===== src/rtl/conv_clk_gate.sv =====
module conv_clk_gate #(
  parameter int OSR_LO = 128,
  parameter int OSR_HI = 256,
  parameter int IDLE_W = 12,
  parameter int MARGIN = 8,
  parameter int SETTLE = 4
) (
  input  logic              clk_i,
  input  logic              rst_ni,
  input  logic              osr_sel_i,
  input  logic              auto_i,
  input  logic              start_i,
  input  logic [IDLE_W-1:0] idle_len_i,
  input  logic              drdy_n_i,
  output logic              gclk_o,
  output logic              busy_o,
  output logic              idle_o,
  output logic              sample_valid_o,
  output logic              timeout_o
);
  localparam int BURST_LO = 2 * OSR_LO;
  localparam int BURST_HI = 2 * OSR_HI;
  localparam int CNT_W = $clog2(BURST_HI + 1);
  localparam int MW = $clog2(MARGIN + 1);
  localparam int SW = $clog2(SETTLE + 1);

  typedef enum logic [1:0] {S_OFF, S_RUN, S_IDLE, S_FLT} st_t;

  st_t               st_q;
  logic [CNT_W-1:0]  cnt_q, burst_q;
  logic [IDLE_W-1:0] icnt_q;
  logic [MW-1:0]     mcnt_q;
  logic [SW-1:0]     sc_q;
  logic              drdy_q, seen_q, valid_q, en_q;

  wire fall   = drdy_q & ~drdy_n_i;
  wire at_end = (st_q == S_RUN) && (cnt_q == burst_q);
  wire done   = at_end && (fall || seen_q);
  wire expire = at_end && !done && (mcnt_q == MW'(MARGIN));
  wire wait_s = (st_q == S_OFF) || (st_q == S_FLT) || (st_q == S_IDLE && !auto_i);
  wire go     = (wait_s && start_i) || (st_q == S_IDLE && auto_i && icnt_q == '0);

  always_ff @(posedge clk_i or negedge rst_ni) begin
    if (!rst_ni) begin
      st_q    <= S_OFF;
      cnt_q   <= '0;
      burst_q <= CNT_W'(BURST_LO);
      icnt_q  <= '0;
      mcnt_q  <= '0;
      sc_q    <= '0;
      drdy_q  <= 1'b1;
      seen_q  <= 1'b0;
      valid_q <= 1'b0;
    end else begin
      drdy_q <= drdy_n_i;
      if (go) begin
        st_q    <= S_RUN;
        cnt_q   <= '0;
        burst_q <= osr_sel_i ? CNT_W'(BURST_HI) : CNT_W'(BURST_LO);
        icnt_q  <= idle_len_i;
        mcnt_q  <= '0;
        seen_q  <= 1'b0;
        valid_q <= 1'b0;
      end else begin
        case (st_q)
          S_RUN: begin
            if (en_q) cnt_q <= cnt_q + 1'b1;
            if (fall) seen_q <= 1'b1;
            if (done) begin
              st_q    <= S_IDLE;
              valid_q <= (sc_q == SW'(SETTLE));
              if (sc_q != SW'(SETTLE)) sc_q <= sc_q + 1'b1;
            end else if (expire) begin
              st_q    <= S_FLT;
              sc_q    <= '0;
              valid_q <= 1'b0;
            end else if (at_end) begin
              mcnt_q <= mcnt_q + 1'b1;
            end
          end
          S_IDLE: if (icnt_q != '0) icnt_q <= icnt_q - 1'b1;
          default: ;
        endcase
      end
    end
  end

  always_ff @(negedge clk_i or negedge rst_ni) begin
    if (!rst_ni) en_q <= 1'b0;
    else         en_q <= (st_q == S_RUN) && (cnt_q != burst_q);
  end

  assign gclk_o         = clk_i & en_q;
  assign busy_o         = (st_q == S_RUN);
  assign idle_o         = (st_q == S_IDLE);
  assign sample_valid_o = valid_q & idle_o;
  assign timeout_o      = (st_q == S_FLT);
endmodule


===== config.mk =====
export PLATFORM = sky130hd
export DESIGN_NAME = conv_clk_gate
export DESIGN_NICKNAME = d
export VERILOG_FILES = /design/src/rtl/conv_clk_gate.sv
export SDC_FILE = /design/constraint.sdc
export NUM_CORES = 1
export LEC_CHECK = 0
export ABC_AREA = 0
export BUFFER_PORTS_ARGS = -buffer_cell sky130_fd_sc_hd__buf_2
export CAP_MARGIN = 20
export CORE_UTILIZATION = 45
export DETAILED_ROUTE_END_ITERATION = 8
export GPL_ROUTABILITY_DRIVEN = 0
export SYNTH_ARGS = -nofsm -noshare
export SYNTH_HDL_FRONTEND = slang
export SYNTH_SLANG_ARGS = --single-unit

===== constraint.sdc =====
create_clock -name clk_i -period 3.35 [get_ports clk_i]
set_input_delay 0.335 -clock clk_i [delete_from_list [all_inputs] [get_ports clk_i]]
set_output_delay 0.335 -clock clk_i [all_outputs]
set_load 0.01 [all_outputs]

==> metrics.cfg, run 1 <==
[worst_setup_path]
critical_path.cell_chain=inv_1 > ha_1 > or4b_4 > nor4_4 > nor2b_1
crit_slowest_cell=or4b_4
startpoint_type=flip-flop
slowest_delay_ns=0.47
worstPathRequired_ns=1.93
worst-r2r-setup-slack_ns=0.08
path_max_fanout=3
end_kind=flip-flop
critPathKind=flip-flop to flip-flop
critPathArrivalTime_ns=1.85

[outcome]
failed_checks=DRC
status=finished with violations

[clock_tree]
clk_latency_ns=0.41
cts_tree=built
clk_pin_slew_ns=0.08
hold_buffers=0

[hold_path]
min_path_type=input pin to async pin

[detailed_routing]
via_count=1763
wire_per_inst_um=14.7
initialDrtViolationCount=121
via_per_inst=5.56
drc=2
drt-total-wl_mm=4.65
firstDrtPassIters=6
antenna_left=0

[floorplanning]
core_um2=4470
num_rows=24
dieWidth_um=71.2
dieArea_um2=5070
io_pins=23
die_h_um=71.2
start_util_pct=48.1

[grt]
grt_use_total_pct=20.5
grt_first_pass_wirelength_mm=7.91
grt_overflow_total=0
first_global_vias=1710
grt_max_degree=37
antenna_found_initial=0

[power]
powerDensity_nw_per_um2=820
switching_power_uw=823
ir_worst_vdd_mv=0.429
seqPwrFrac_pct=38.0
switching_share_pct=40.4
pwr-share-comb_pct=41.6
p_total_mw=2.04
p_int_mw=1.22
clockPowerShare_pct=20.4
p_leak_nw=1.16

[layout]
fin_cells=317
final_util_pct=55.5
postLayoutCellArea_um2=2480
num-nets-final=293
area_growth_pct=15.4
fill_cells=399
drive_gt1_share_pct=18.9
antennaDiodeCount=0

[timing]
whs_ns=0.0315
slew_viol_final=0
final.setup.worst_slack_ns=0.0812
tightest_slew_ns=0.588
fin_tns_setup_ns=0
relSlewSlack_pct=60.2
fin_worst_skew_ns=0.0240
final-hold-violation-count=0
setup_viol=0

[yosys]
synthArstFlopShare_pct=100
ys_ff_latch=37
synth_top_cell_by_area=dfrtp_1
synthCells=233
yosysUniqueCellTypes=49
syn-num-nets=262
syn_avg_cell_area_um2=9.24
synth_top_flop_cell=dfrtp_1
synth_warnings=0
ys_seq_area_share_pct=43.1
syn-cell-area_um2=2150
ys_top_cells_by_area=dfrtp_1, ha_1, nor2_1, xnor2_1, xor2_1
synth-edff-count=0
yosysTopAreaCellShare_pct=39.5

[run]
max_cap_violations=0

[place]
pre_cts_ws_ns=0.0271
placed_area_um2=2350
placed_cells=306
portBuffers=22
hpwl_mm=3.27

routing by layer:
| layer | wire length (um) | up-vias | share of wire (%) | track usage [%] |
|---|---|---|---|---|
| met3 | 224 | 2 | 4.8 | 6.70 |
| met5 | 0 | - | 0 | 0 |
| met2 | 1990 | 40 | 43 | 29.3 |
| met1 | 2430 | 845 | 52 | 29.3 |
| li1 | - | 876 | - | - |
| met4 | 12 | 0 | 0.26 | 6.67 |
state kept, by name, summed over array words and instances, names as in the netlist:
name	flops
icnt_q	12
mcnt_q	4
cnt_q	10
burst_q	2
st_q	2
valid_q	1
en_q	1
drdy_q	1
sc_q	3
seen_q	1
synth_stat cells (6+ instances only):
library cell	n
nor4_1	6
o21ai_0	9
nor2_1	27
xor2_1	8
ha_1	11
nand3_1	11
dfrtp_1	34
xnor2_1	9
inv_1	17
nand2_1	18
buf_2	6
a21oi_1	10
layout make-up:
class | instances | area (um^2) | share of cell area (%)
multi-input cells | 170 | 1130 | 45.7
flip-flops and latches | 37 | 928 | 37.4
repair buffers | 29 | 165 | 6.65
clock buffers | 11 | 123 | 4.93
well taps | 52 | 65.1 | 2.62
inverters | 17 | 63.8 | 2.57
clock inverters | 1 | 5.00 | 0.201
final timing paths:
| kind | startpoint | to | cells after the start |
|---|---|---|---|
| worst min-delay path | rst_ni | icnt_q[5] | 2 |
| worst max-delay path | cnt_q[0] | en_q | 5 |
| min in group clk_i | drdy_n_i | drdy_q | 1 |
| worst max register to register | cnt_q[0] | en_q | 5 |
| max in group asynchronous | rst_ni | en_q | 1 |
| worst min register to register | burst_q[9] | burst_q[9] | 2 |
what timing repair did:
item	4_1_cts	5_1_grt
setup endpoints to repair	0	1
resized for setup	0	2
buffers inserted	0	0
placed cells by master, fill, tap and decap left out, types with 4 or more instances in the layout:
master,count
inv_1,16
and3_1,4
and2_1,4
xnor2_1,9
dfrtp_1,34
nand3_1,11
nor2_1,27
buf_4,8
nor3_1,4
or3_1,4
a221o_1,4
ha_1,11
nor2b_1,4
xor2_1,8
nor4_1,5
clkbuf_8,8
o21ai_0,9
nand2_1,18
a21oi_1,10
buf_2,22
power groups by stage:
| stage | sequential, mW | combinational, mW | clock (mW) |
|---|---|---|---|
| after floorplan | 0.735 | 0.633 | 0.0148 |
| after global placement | 0.770 | 0.831 | 0.0238 |
| after detailed placement | 0.780 | 0.826 | 0.0238 |
| after CTS | 0.769 | 0.837 | 0.436 |
| after global routing | 0.797 | 0.956 | 0.460 |
| final | 0.774 | 0.848 | 0.417 |
critical path: cells and delay by family (launching register included):
| family | cells | cell delay (ns) |
|---|---|---|
| and+or+nand+nor | 3 | 0.84 |
| DFF | 1 | 0.40 |
| adders and majority gates | 1 | 0.13 |
| buffers and inverters | 1 | 0.09 |
kinds of logic after synthesis:
logic type,count (synthesis),share of synthesized area (%)
flops,37,43.1
buf+inv,26,4.88
xor+xnor,17,6.91
compound gates,44,14.1
fa+ha+maj,11,6.39
simple gates,98,24.6
Power figures use the tool's default switching activity.
==> run 2: changes to the inputs <==
==> constraint.sdc (replaced) <==
create_clock -name clk_i -period 3.92 [get_ports clk_i]
set_input_delay 0.392 -clock clk_i [delete_from_list [all_inputs] [get_ports clk_i]]
set_output_delay 0.392 -clock clk_i [all_outputs]
set_load 0.01 [all_outputs]
==> run 2 against run 1 <==
Compared with the run above:
- utilization fell by 0.22 points
- final cell count is 1.3% lower
- flip-flop and latch count did not move
- global-route usage is 0.11 points lower
- the flow still finishes with violations (DRC)
- worst setup slack improved by 0.12 ns
- largest cell class unchanged
- highest routed layer unchanged
- count of clock-buffer cells in the layout unchanged
- via count is 3.2% lower
- sequential power decreased by 15%
- largest power group unchanged
- routed wire length fell by 4.3%
==> metrics.cfg, run 2 (synthesized netlist as in run 1, its figures left out) <==
[worst_setup_path]
rr_startpoint=cnt_q[0]
critPathKind=flip-flop to flip-flop
worstPathRequired_ns=2.21
path_max_fanout=3
startpoint_type=flip-flop
end_kind=flip-flop
rr_endpoint=en_q
critPathArrivalTime_ns=2.01
r2r_cells=5
worst-r2r-setup-slack_ns=0.21

[layout]
largestRegisters=icnt_q (12), cnt_q (10), mcnt_q (4)
largest_reg_flops=12
final_cell_mix=dfrtp_1, nor2_1, buf_2, nand2_1, inv_1
largest_register=icnt_q
area_growth_pct=14.9
drive_gt1_share_pct=17.2
antennaDiodeCount=0
fin_cells=313
num-nets-final=289
fill_cells=413
postLayoutCellArea_um2=2470
final_common_cell=dfrtp_1

[floorplanning]
core_um2=4470
dieWidth_um=71.2
start_util_pct=48.1
dieArea_um2=5070
num_rows=24
io_pins=23
die_h_um=71.2

[timing]
rsz0062_at_grt=no
relSlewSlack_pct=50.8
fin_tns_setup_ns=0
final-hold-violation-count=0
slew_viol_final=0
fin_worst_skew_ns=0.0254
setup_viol=0
tightest_slew_ns=0.738

[grt]
grt_max_degree=37
first_global_vias=1668
grt_first_pass_wirelength_mm=7.84
antenna_found_initial=0
grt_overflow_total=0
grt_use_total_pct=20.4

[clock_tree]
clk_pin_slew_ns=0.08
hold_buffers=0
cts_tree=built
clk_latency_ns=0.41
postCtsSetupRepairBufs=0
post_cts_resized=0

[place]
placed_area_um2=2320
placed_cells=302
portBuffers=22
hpwl_mm=3.03

[outcome]
failed_checks=DRC
status=finished with violations

[detailed_routing]
drt-total-wl_mm=4.45
firstDrtPassIters=6
wire_per_inst_um=14.2
initialDrtViolationCount=145
via_per_inst=5.45
drc=1
antenna_left=0
via_count=1706

[power]
p_leak_nw=1.15
ir_worst_vdd_mv=0.391
powerDensity_nw_per_um2=721

[run]
max_cap_violations=0

[hold_path]
min_path_type=input pin to async pin

[run 2: cell count changes in the layout (fill, tap and decap cells not counted)]
cell,before,now
nor4_4,1,0
inv_2,1,0
inv_1,16,17
bufinv_16,0,1
buf_4,8,4
clkinv_2,1,0
clkbuf_8,8,9
nor4_1,5,6
clkbuf_1,2,1
[run 2: worst max path at each step]
stage	start	end	depth (start not counted)
floorplan	cnt_q[0]	en_q	5
global placement	cnt_q[0]	en_q	5
detailed placement	cnt_q[0]	en_q	5
CTS	cnt_q[0]	en_q	5
global route	cnt_q[0]	en_q	5
finish	cnt_q[0]	en_q	5
[run 2: metal layers]
layer  vias to the layer above  GRT usage, %  part of all wire (%)
met4                         0          9.11                   1.4
met3                         5          6.84                   3.1
met1                       799          28.2                    53
li1                        871             -                     -
met2                        31          29.0                    43
met5                         -             0                     0
[run 2: where the power goes]
| group | switching (mW) | total (mW) | internal, mW |
|---|---|---|---|
| Sequential | 0.137 | 0.658 | 0.522 |
| Combinational | 0.386 | 0.682 | 0.295 |
| Clock | 0.162 | 0.445 | 0.283 |
[run 2: worst max-delay path, cell delays in order, from the launching register on]
cell and delay, ns:
dfrtp_1 0.41, inv_1 0.13, ha_1 0.15, or4b_4 0.45, nor4_1 0.40, nor2b_1 0.08
[run 2: final cells by class]
type                       instances  area [um^2]  area share, %
multi-input combinational        170         1120           45.2
sequential                        37          928           37.5
clock inverter                     1         30.0           1.21
inverter                          17         63.8           2.58
tap                               52         65.1           2.63
timing repair buffer              25          135           5.46
clock buffer                      11          133           5.36
[run 2: metrics by stage]
step	utilization, %	setup WS [ns]	power [mW]	hold WS [ns]
2_1_floorplan	-	0.239	1.18	0.0964
3_3_place_gp	51.8	0.291	1.36	0.495
3_5_place_dp	51.8	0.219	1.36	0.490
4_1_cts	55.3	0.190	1.80	0.0890
5_1_grt	55.3	0.112	1.94	0.0735
6_report	55.3	0.205	1.79	0.0956
